## config.mk

```make
export PLATFORM = sky130hd
export DESIGN_NAME = xrange_pfd
export DESIGN_NICKNAME = d
export VERILOG_FILES = /design/src/rtl/xrange_pfd_pkg.sv /design/src/rtl/xrange_rst_sync.sv /design/src/rtl/xrange_edge_det.sv /design/src/rtl/xrange_chain_fsm.sv /design/src/rtl/xrange_pfd.sv
export SDC_FILE = /design/constraint.sdc
export NUM_CORES = 1
export LEC_CHECK = 0
export BUFFER_PORTS_ARGS = -buffer_cell sky130_fd_sc_hd__buf_2
export CAP_MARGIN = 20
export CORE_AREA = 2 2 39 41
export DETAILED_ROUTE_END_ITERATION = 8
export DIE_AREA = 0 0 41 43
export PLACE_DENSITY = 0.86
export SETUP_SLACK_MARGIN = 0.5
export SLEW_MARGIN = 40
export SYNTH_ARGS = -nofsm -noshare
export SYNTH_HDL_FRONTEND = slang
export SYNTH_SLANG_ARGS = --single-unit
```

## constraint.sdc

```tcl
create_clock -name clk -period 2.23 [get_ports clk]
set_input_delay 0.223 -clock clk [delete_from_list [all_inputs] [get_ports clk]]
set_output_delay 0.223 -clock clk [all_outputs]
set_load 0.005 [all_outputs]
```

## src/rtl/xrange_pfd_pkg.sv

```systemverilog
package xrange_pfd_pkg;
  localparam int unsigned POS_W = 4;

  // Chain positions: sense edges move upward, reference edges downward.
  typedef enum logic [POS_W-1:0] {
    P_NHOLD = 4'd0,
    P_NFREQ = 4'd1,
    P_NXOV  = 4'd2,
    P_NACT  = 4'd3,
    P_NIDLE = 4'd4,
    P_PIDLE = 4'd5,
    P_PACT  = 4'd6,
    P_PXOV  = 4'd7,
    P_PFREQ = 4'd8,
    P_PHOLD = 4'd9
  } pos_t;
endpackage

```

## src/rtl/xrange_rst_sync.sv

```systemverilog
module xrange_rst_sync #(
  parameter int unsigned STAGES = 2
) (
  input  logic clk,
  input  logic arst_n,
  output logic srst_n
);
  logic [STAGES-1:0] chain;

  always_ff @(posedge clk or negedge arst_n) begin
    if (!arst_n) chain <= '0;
    else         chain <= {chain[STAGES-2:0], 1'b1};
  end

  assign srst_n = chain[STAGES-1];
endmodule

```

## src/rtl/xrange_edge_det.sv

```systemverilog
module xrange_edge_det #(
  parameter int unsigned SYNC_STAGES = 2
) (
  input  logic clk,
  input  logic rst_n,
  input  logic pin_i,
  output logic rise_o
);
  logic [SYNC_STAGES-1:0] sync_q;
  logic                   prev_q;
  logic                   rise_q;

  genvar g;
  generate
    for (g = 0; g < SYNC_STAGES; g++) begin : g_sync
      if (g == 0) begin : g_first
        always_ff @(posedge clk or negedge rst_n) begin
          if (!rst_n) sync_q[0] <= 1'b0;
          else        sync_q[0] <= pin_i;
        end
      end else begin : g_rest
        always_ff @(posedge clk or negedge rst_n) begin
          if (!rst_n) sync_q[g] <= 1'b0;
          else        sync_q[g] <= sync_q[g-1];
        end
      end
    end
  endgenerate

  always_ff @(posedge clk or negedge rst_n) begin
    if (!rst_n) begin
      prev_q <= 1'b0;
      rise_q <= 1'b0;
    end else begin
      prev_q <= sync_q[SYNC_STAGES-1];
      rise_q <= sync_q[SYNC_STAGES-1] & ~prev_q;
    end
  end

  assign rise_o = rise_q;
endmodule

```

## src/rtl/xrange_chain_fsm.sv

```systemverilog
module xrange_chain_fsm
  import xrange_pfd_pkg::*;
(
  input  logic clk,
  input  logic rst_n,
  input  logic up_step_i,
  input  logic dn_step_i,
  output pos_t pos_o,
  output logic pump_up_o,
  output logic pump_dn_o,
  output logic slip_n_o
);
  pos_t             pos_q, pos_d;
  logic             step_en;
  logic [POS_W-1:0] pos_inc, pos_dec;

  assign pos_inc = pos_q + 4'd1;
  assign pos_dec = pos_q - 4'd1;
  // Coincident edges cancel, so only a lone edge enables the register.
  assign step_en = up_step_i ^ dn_step_i;

  always_comb begin
    pos_d = pos_q;
    if (up_step_i && !dn_step_i) begin
      if (pos_q == P_NIDLE)      pos_d = P_PACT;
      else if (pos_q != P_PHOLD) pos_d = pos_t'(pos_inc);
    end else if (dn_step_i && !up_step_i) begin
      if (pos_q == P_PIDLE)      pos_d = P_NACT;
      else if (pos_q != P_NHOLD) pos_d = pos_t'(pos_dec);
    end
  end

  always_ff @(posedge clk or negedge rst_n) begin
    if (!rst_n)       pos_q <= P_NIDLE;
    else if (step_en) pos_q <= pos_d;
  end

  assign pos_o     = pos_q;
  assign pump_up_o = (pos_q >= P_PACT);
  assign pump_dn_o = (pos_q <= P_NACT);
  assign slip_n_o  = (pos_q >= P_NACT) && (pos_q <= P_PACT);
endmodule

```

## src/rtl/xrange_pfd.sv

```systemverilog
module xrange_pfd
  import xrange_pfd_pkg::*;
#(
  parameter int unsigned SYNC_STAGES = 2,
  parameter int unsigned RST_STAGES  = 2
) (
  input  logic clk,
  input  logic rst_n,
  input  logic sense_i,
  input  logic ref_i,
  output logic pump_up_o,
  output logic pump_dn_o,
  output logic slip_n_o
);
  logic rst_sync_n;
  logic sense_rise, ref_rise;
  pos_t pos;

  xrange_rst_sync #(.STAGES(RST_STAGES)) u_rst (
    .clk(clk), .arst_n(rst_n), .srst_n(rst_sync_n)
  );

  xrange_edge_det #(.SYNC_STAGES(SYNC_STAGES)) u_sense_edge (
    .clk(clk), .rst_n(rst_sync_n), .pin_i(sense_i), .rise_o(sense_rise)
  );

  xrange_edge_det #(.SYNC_STAGES(SYNC_STAGES)) u_ref_edge (
    .clk(clk), .rst_n(rst_sync_n), .pin_i(ref_i), .rise_o(ref_rise)
  );

  xrange_chain_fsm u_fsm (
    .clk(clk), .rst_n(rst_sync_n),
    .up_step_i(sense_rise), .dn_step_i(ref_rise),
    .pos_o(pos),
    .pump_up_o(pump_up_o), .pump_dn_o(pump_dn_o), .slip_n_o(slip_n_o)
  );
endmodule

```

* Word level (Yosys, flattened, before mapping)
Cells that the tools add are included.
Widths: inputs -> output; s select.
** Storage, ports and cells
- RAM bits :: 0
- ROM bits :: 0
- Logic and storage cells :: 40
- Latch bits :: 0
- Memories kept :: 0
- Register bits after elaboration :: 14
** Operators by class
- Add/sub/neg operators :: 2
- Reduce and logical (&&, ||, !) cells :: 9
- Div/mod/pow operators :: 0
- Multipliers :: 0
- Shift operators :: 0
- Bitwise gates (word level) :: 5
- $lt $le $gt $ge :: 4
- Equal/unequal tests :: 4
- Mux-type cells :: 6
** Operator list (number)
- $mux 4 :: 6
- $eq 4x3->1 const B :: 2
- $add 4x1->4 const B :: 1
- $ge 4x2->1 const B :: 1
- $ge 4x3->1 const B :: 1
- $le 4x2->1 const B :: 1
- $le 4x3->1 const B :: 1
- $ne 4x4->1 const B :: 1
- $reduce_and 4->1 :: 1
- $reduce_bool 4->1 :: 1
- $sub 4x1->4 const B :: 1
- $logic_and 1x1->1 :: 3
- $ne 3x3->1 const B :: 1
- $reduce_bool 3->1 :: 1
- $and 1x1->1 :: 2
- $logic_not 1->1 :: 2
- $not 1->1 :: 2
- $reduce_bool 2->1 :: 1
- $xor 1x1->1 :: 1

* Logic depth before layout (Yosys ltp)
Gate-level depths: netlist of the first run.
- Word-level depth :: 5
- Gate-level depth with buffers :: 7

* Cells and area by module
Synthesis of the first run repeated with hierarchy kept, for this count alone.
** Second synthesis, totals
- Cell total of the unflattened synthesis :: 67
- Area, all modules :: 742.0 µm²
** Modules (own cells, without submodules)
- xrange_chain_fsm :: cells an instance 54, times used 1, area an instance 460.4 µm²
- xrange_edge_det :: cells an instance 5, times used 2, area an instance 113.9 µm²
- xrange_rst_sync :: cells an instance 3, times used 1, area an instance 53.8 µm²

* Worst setup path after synthesis of the first run
No wires, ideal clock.
- Kind :: register -> register
- Start :: reg u_fsm.pos_q[0], in the netlist u_fsm.pos_o[0]
- End :: reg u_fsm.pos_q[1], in the netlist u_fsm.pos_o[1]
- Path buffers :: 0
- Data required time :: 2.103 ns
- Setup time :: 0.127 ns
- Stages on the path, launching flop included :: 7
- Data arrival time :: 1.752 ns
- Path slack :: 0.351 ns
- Cell sequence :: dfrtp_1 inv_1 ha_1 nor2b_1 nor3b_1 nor4_4 mux2_1
** On the way
- Longest elaborated chain between the ends :: 5
- Elaborated cells on any way between the ends :: 15
** Ends and longest elaborated chain
- from (decl) :: RTL line xrange_chain_fsm.sv:13 : pos_t pos_q, pos_d;
- from (signal assigned) :: RTL line xrange_chain_fsm.sv:35 : else if (step_en) pos_q <= pos_d;
- $sub 4x1->4 :: RTL line xrange_chain_fsm.sv:18 : assign pos_dec = pos_q - 4'd1;
- $mux 4 :: RTL line xrange_chain_fsm.sv:29 : else if (pos_q != P_NHOLD) pos_d = pos_t'(pos_dec);
- $mux 4 :: RTL line xrange_chain_fsm.sv:28 : if (pos_q == P_PIDLE) pos_d = P_NACT;
- $mux 4 :: RTL line xrange_chain_fsm.sv:27 : end else if (dn_step_i && !up_step_i) begin
- $mux 4 :: RTL line xrange_chain_fsm.sv:24 : if (up_step_i && !dn_step_i) begin
Parallel ways exist; a longest one is shown, timed or not. The select of a mux whose other input is x is not followed.
A chain may end at the register's enable or synchronous reset.

* Final worst setup path of the first run
Same ends and word-level chain as after synthesis.

==> results by group, run 1 <==
Status
  • Status: finished, final reports clean

Synth
  • Synth top area cells: dfrtp_1 (42%), ha_1 (11%), nor2b_1 (4.1%), dfstp_2 (3.4%), nor2_1 (3.4%)
  • YS warnings: 0
  • Netlist cell types: 29
  • Synth Area in Compound Gates: 11.0%
  • #FFs+latches synth: 14
  • Cells after Synth: 72
  • Net Count, Synth: 83
  • Seq/Total Area, Yosys: a little under half
  • Mux contribution to synthesized area: 4.71%
  • Fraction of registers with async set/reset: 100%
  • Post-Syn Area: 771 sq um
  • Fraction of the mapped netlist area in adder cells: between 10% and 20%
  • Synth top area share: 42.2%
  • Synth top cells by count: dfrtp_1 (13), ha_1 (7), nor2_1 (7)
  • Post-synthesis xor/xnor area fraction: 0%
  • Post-synth EDFFs: 0
  • Post-synth top flop: dfrtp_1
  • Most frequent cell after synthesis: dfrtp_1
  • Yosys top cell by area: dfrtp_1
  • Syn_area_per_cell: 10.7 sq um
  • Largest family of logic cells by synthesized area: simple AND/OR/NAND/NOR gates
  • Synthesized-area fraction occupied by and/or/nand/nor cells: between 20 and 25%

Run
  • Max Cap Viol: 0

GRT
  • Pin count of the biggest net entering global routing: 17
  • GRT busiest layer: met2
  • Global-route wire length before repair: ~2700 um
  • Met2 Usage GRT: 37.8%
  • GRT Total Usage: 23.9%
  • Met3 usage: 4.71%
  • Grt total ovfl: 0
  • Vias in the first global route: ~600
  • Grt met1 use: ~30%
  • Initial antenna violation count: 0

Hold path
  • WHS Endpoint: u_sense_edge.sync_q[0]
  • Hold path depth: 1
  • Worst hold path class: primary input to flip-flop
  • Min-delay src: sense_i

Finish
  • Fin nets: between 100 and 150
  • Area Overhead vs Synth: 34.3%
  • Final Non-Filler Cells: 111
  • Layout cell share with drive strength beyond 1: 45.3%
  • Number of diodes: 0

Critical path
  • Crit end category: flip-flop
  • Register-to-Register Path Depth: 6
  • Data required time of the critical path: 2.42 ns
  • R2R Path Start: u_fsm.pos_o[0]
  • Critical-path maximum fanout: 5
  • Worst Setup Start Kind: flip-flop
  • R2r setup slk: ~0.5 ns
  • Crit path DAT: 1.93 ns
  • Setup CP Type: flip-flop to flip-flop
  • RR Endpoint: u_fsm.pos_o[1]
  • Worst setup startpoint: u_fsm.pos_o[0]

Placement
  • Routability-driven placement congestion ratio: 0.869
  • Place WS: slightly above 0.3 ns
  • IO Port Bufs: 6
  • Placed cells: around 90
  • DP Wirelength: 954 um

Power
  • Leakage power: 0.000471 uW
  • Peak supply drop: between 0.7 and 0.8 mV
  • PD cells: 1230 nW/um^2
  • Flop pwr share: 33.1%
  • Sw Pwr: approximately 500 uW
  • Int Pwr: around 780 uW
  • Clk network pwr share: approximately 15%
  • Overall power: 1280 uW
  • Sw Share: 39.0%
  • Power share of the combinational group: between 50% and 60%

STA
  • Fin. Hold Viols: 0
  • Clk_skew: 0.0153 ns
  • RSZ-0062 raised after global routing: yes
  • Worst setup margin: ~0.5 ns
  • Slew Limit Fails: 0
  • Post-route minimum period: 1.74 ns
  • Endpoints failing setup: 0
  • Max Clk Rate: 576 MHz
  • TNS Setup: 0 ns
  • Fin crit share: 77.8%

Clock tree
  • H-tree levels: 1
  • Inserted Clock Buffers: 3
  • CTS clk-pin slew, worst paths: approximately 0.1 ns
  • Clock buffer depth: 2
  • CTS root buffer: clkbuf_4
  • TritonCTS clock tree: done
  • Worst skew pair latency: about 0.30 ns
  • Sink Count: 14

Floorplanning
  • Row count: 14
  • Initial core utilization: 55.7%
  • Core ar.: between 1000 and 1500 sq um
  • Die area: ~1800 sq um
  • IO Pins: 7
  • Die width: 41 um
  • Die height: 43 um

Drt
  • Routed WL: 1860 um
  • Average vias per placed instance: between 5 and 6
  • Drt pass-1 iters: 4
  • DR vias: 627
  • Starting DRT DRC Count: 20
  • Residual DRC: 0
  • Drt wl/cell: 16.8 um
  • ANT nets after route: 0
registers in the layout, indices dropped and copies added, names as in the netlist:
| name | cells |
|---|---|
| u_fsm.pos_o | 4 |
| u_ref_edge.prev_q | 1 |
| u_ref_edge.rise_o | 1 |
| u_ref_edge.sync_q | 2 |
| u_rst.chain | 2 |
| u_sense_edge.prev_q | 1 |
| u_sense_edge.rise_o | 1 |
| u_sense_edge.sync_q | 2 |
power by group through the flow:
stage	combinational, uW	clock (uW)	sequential (uW)
5_1_grt	710	209	432
3_3_place_gp	408	0	436
3_5_place_dp	424	0	443
6_report	662	192	423
4_1_cts	535	193	403
2_1_floorplan	388	0	385
layout make-up:
class                      count  area [sq um]
sequential                    14           355
tap                           16          20.0
multi-input combinational     50           442
clock buffer                   4          36.3
timing repair buffer          22           160
fill                          79           349
inverter                       5          21.3
stage by stage:
step,util [%],area [sq um],hold slack [ns]
final,74.8,1030,0.0337
after global placement,59.8,827,0.00756
after CTS,69.3,958,0.0366
after floorplan,-,807,-0.0726
after global routing,74.8,1030,0.0180
after detailed placement,59.8,827,0.0135
critical path, stage by stage, from the launching register on:
cell and delay [ns]:
dfrtp_2 0.43, buf_6 0.14, ha_4 0.16, nor3b_4 0.16
nor4_4 0.26, buf_4 0.18, mux2_4 0.30
cell usage in the layout, fill, tap and decap left out, types with 4 or more instances in the layout:
master   synthesis  final
buf_4            0     13
dfrtp_1         13     10
nor2_1           7      7
buf_2            0      6
nor2b_1          5      4
a21oi_1          4      4
ha_1             7      4
what timing repair did:
| item | in CTS | in global routing |
|---|---|---|
| setup endpoints to repair | 3 | 3 |
| resized for setup | 6 | 8 |
| hold buffers | 1 | 0 |
| pin swaps | 3 | 3 |
| hold endpoints to repair | 2 | 0 |
| setup buffers | 9 | 6 |
worst max-delay path by stage:
stage,endpoint,slack (ns),cells after the start
after floorplan,u_fsm.pos_o[1],0.48,6
after CTS,u_fsm.pos_o[3],0.51,7
after detailed placement,u_fsm.pos_o[1],0.31,6
after global placement,u_fsm.pos_o[1],0.38,6
final,u_fsm.pos_o[1],0.49,6
after global routing,u_fsm.pos_o[1],0.42,7
metal layers:
| metal | routed length, um | vias to the layer above |
|---|---|---|
| met4 | 38 | 0 |
| met5 | 0 | - |
| li1 | - | 291 |
| met1 | 733 | 307 |
| met2 | 994 | 25 |
| met3 | 98 | 4 |
logic make-up (layout without fill, tap and decap cells):
kind of cell | after synthesis | count (layout)
AND/OR/NAND/NOR | 26 | 26
flip-flops | 14 | 14
AO/OA/AOI/OAI | 13 | 13
buffers and inverters | 8 | 31
adder cells (fa/ha/maj) | 7 | 7
multiplexers | 3 | 3
other | 1 | 1
(Power assumes the default switching activity.)
==> run 2, diff against run 1 <==
--- a/config.mk
+++ b/config.mk
@@ -7,10 +7,10 @@
 export LEC_CHECK = 0
 export BUFFER_PORTS_ARGS = -buffer_cell sky130_fd_sc_hd__buf_2
 export CAP_MARGIN = 20
-export CORE_AREA = 2 2 39 41
+export CORE_MARGIN = 2
+export CORE_UTILIZATION = 55
 export DETAILED_ROUTE_END_ITERATION = 8
-export DIE_AREA = 0 0 41 43
-export PLACE_DENSITY = 0.86
+export PLACE_DENSITY = 0.83
 export SETUP_SLACK_MARGIN = 0.5
 export SLEW_MARGIN = 40
 export SYNTH_ARGS = -nofsm -noshare
==> constraint.sdc (replaced) <==
create_clock -name clk -period 1.8 [get_ports clk]
set_input_delay 0.18 -clock clk [delete_from_list [all_inputs] [get_ports clk]]
set_output_delay 0.18 -clock clk [all_outputs]
set_load 0.005 [all_outputs]
==> run 2 against run 1 <==
Critical path depth rose by 2; hold slack improved by 0.17 ns; sequential power rose by 15%; register-to-register slack got worse by 0.49 ns; fmax fell by 3.2%; combinational power rose by 66%; core utilization rose by 14 points; worst setup slack got worse by 0.49 ns.
==> results by group, run 2 (synthesis gave the netlist of run 1 again) <==
Finish
  • Filler cells: 57 (-28%)
  • Number of diodes: 0 (unchanged)
  • Commonest non-fill, non-tap cell in the layout: buf_4
  • Multi-input gate area: 477 sq um (+7.9%)
  • Layout cell share with drive strength beyond 1: 52.9% (+7.6 points)
  • Fin nets: 116 (+8.4%)
  • Commonest non-fill, non-tap cells in the layout: buf_4 (15), dfrtp_1 (11), nor2_1 (6), buf_2 (6), buf_6 (6)
  • Area Overhead vs Synth: 49.4%
  • Max reg flops: 4 (unchanged)
  • Register area: 354 sq um (-0.35%)

STA
  • Max Clk Rate: 558 MHz (-3.2%)
  • Fin. Hold Viols: 0 (unchanged)
  • Endpoints failing setup: 0 (unchanged)
  • Fin crit share: 99.6% (+22 points)
  • Post-route minimum period: 1.79 ns (+0.0574 ns)
  • Fin Hold WS: 0.201 ns (+0.167 ns)
  • Slew Limit Fails: 0 (unchanged)
  • Clk_skew: 0.00711 ns (-0.00819 ns)
  • Worst setup margin: 0.00690 ns (-0.487 ns)
  • RSZ-0062 raised after global routing: yes

Clock tree
  • Worst skew pair latency: 0.29 ns (about the same)
  • Inserted Clock Buffers: 3 (unchanged)
  • CTS root buffer: clkbuf_4
  • H-tree levels: 1 (unchanged)
  • Sink Count: 14 (unchanged)
  • TritonCTS clock tree: done
  • Clock buffer depth: 2 (unchanged)
  • CTS clk-pin slew, worst paths: 0.09 ns (about the same)

Floorplanning
  • Die height: 41.4 um (-3.6%)
  • Row count: 13 (-1)
  • Die width: 41.4 um (+1.1%)
  • Initial core utilization: 59.2% (+3.5 points)
  • Core ar.: 1300 sq um (-6.0%)
  • Die area: 1720 sq um (-2.6%)
  • IO Pins: 7 (unchanged)

Status
  • Status: finished, final reports clean

Drt
  • Starting DRT DRC Count: 50 (+150%)
  • Routed WL: 2710 um (+45%)
  • Drt wl/cell: 22.8 um (+36%)
  • DR vias: 772 (+23%)
  • Average vias per placed instance: 6.49 (+15%)
  • ANT nets after route: 0 (unchanged)
  • Residual DRC: 0 (unchanged)
  • Drt pass-1 iters: 5 (+1)

Critical path
  • Critical-path maximum fanout: 3 (-2)
  • CP max stage delay: 0.41 ns (-0.02 ns)
  • Crit path DAT: 2.00 ns (+0.07 ns)
  • Slowest stage cell, crit path: dfrtp_2
  • Cell breakdown of the critical path: inv_4 > ha_4 > nor2b_4 > nor3b_4 > nor4_4 > buf_4 > buf_6 > mux2i_1
  • Crit end category: flip-flop
  • Worst Path Buf+Inv: 3 (+1)
  • Worst Setup Start Kind: flip-flop
  • Data required time of the critical path: 2.00 ns (-0.42 ns)
  • Setup CP Type: flip-flop to flip-flop
  • Family with the most delay on the worst path: simple AND/OR/NAND/NOR gates

GRT
  • Global-route wire length before repair: 3640 um (+34%)
  • Initial antenna violation count: 0 (unchanged)
  • Vias in the first global route: 715 (+21%)
  • GRT Total Usage: 30.4% (+6.5 points)
  • Grt total ovfl: 0 (unchanged)
  • Pin count of the biggest net entering global routing: 13 (-4)

Hold path
  • Worst hold path class: flip-flop to async pin

Power
  • Leakage power: 0.000530 uW (+13%)
  • Peak supply drop: 0.991 mV (+36%)
  • PD cells: 1580 nW/um^2 (+28%)

Placement
  • DP Wirelength: 1030 um (+8.4%)
  • Routability-driven placement congestion ratio: 0.951 (+9.5%)
  • IO Port Bufs: 6 (unchanged)
  • Place WS: 0.0316 ns (-0.279 ns)

Run
  • Max Cap Viol: 0 (unchanged)
[run 2: changes by cell type in the layout (fill, tap and decap cells not counted), sizes merged]
cell / delta
buf: +7
dlygate4sd3: +2
[run 2: cell type report]
class / count / share of cell area [%]
clock buffer: 4 / 3.15
inverter: 5 / 1.85
multi-input combinational: 50 / 41.4
sequential: 14 / 30.8
tap: 15 / 1.63
timing repair buffer: 31 / 21.2
[run 2: worst paths after layout]
kind                       depth (start not counted)              startpoint  slack [ns]                      to
max                                                8          u_fsm.pos_o[0]       0.007          u_fsm.pos_o[0]
min                                                0          u_rst.chain[1]        0.20          u_fsm.pos_o[0]
max reg2reg                                        8          u_fsm.pos_o[0]       0.007          u_fsm.pos_o[0]
min reg2reg                                        0          u_rst.chain[1]        0.20          u_fsm.pos_o[0]
max in group asynchronous                          0          u_rst.chain[1]        1.25          u_fsm.pos_o[1]
min in group clk                                   0  u_sense_edge.sync_q[0]        0.37  u_sense_edge.sync_q[1]
[run 2: where the power goes]
| group | total [uW] | switching [uW] | internal (uW) |
|---|---|---|---|
| Clock | 232 | 109 | 123 |
| Sequential | 485 | 100 | 385 |
| Combinational | 1100 | 550 | 552 |
| Total | 1820 | 759 | 1060 |
[run 2: timing repair]
action / 4_1_cts / 5_1_grt
gates resized for setup: 9 / 17
endpoints found under the setup margin: 7 / 7
hold buffers: 3 / 0
pin swaps: 6 / 7
hold endpoints to repair: 4 / 0
buffers inserted: 12 / 6
[run 2: metrics by stage]
stage	utilization (%)	total power (uW)	TNS, ns	instances	instance area, sq um
floorplan	-	958	0	72	807
global placement	65.8	1110	0	94	856
detailed placement	65.8	1130	0	94	856
CTS	79.8	1490	0	113	1040
global route	88.5	1880	-0.0450	119	1150
finish	88.5	1820	0	119	1150
[run 2: routing by layer]
| metal | GRT usage, % | share of wire [%] |
|---|---|---|
| met1 | 32.4 | 34 |
| met2 | 53.1 | 47 |
| met3 | 10.4 | 11 |
| met4 | 14.2 | 8.2 |
| met5 | 0 | 0 |
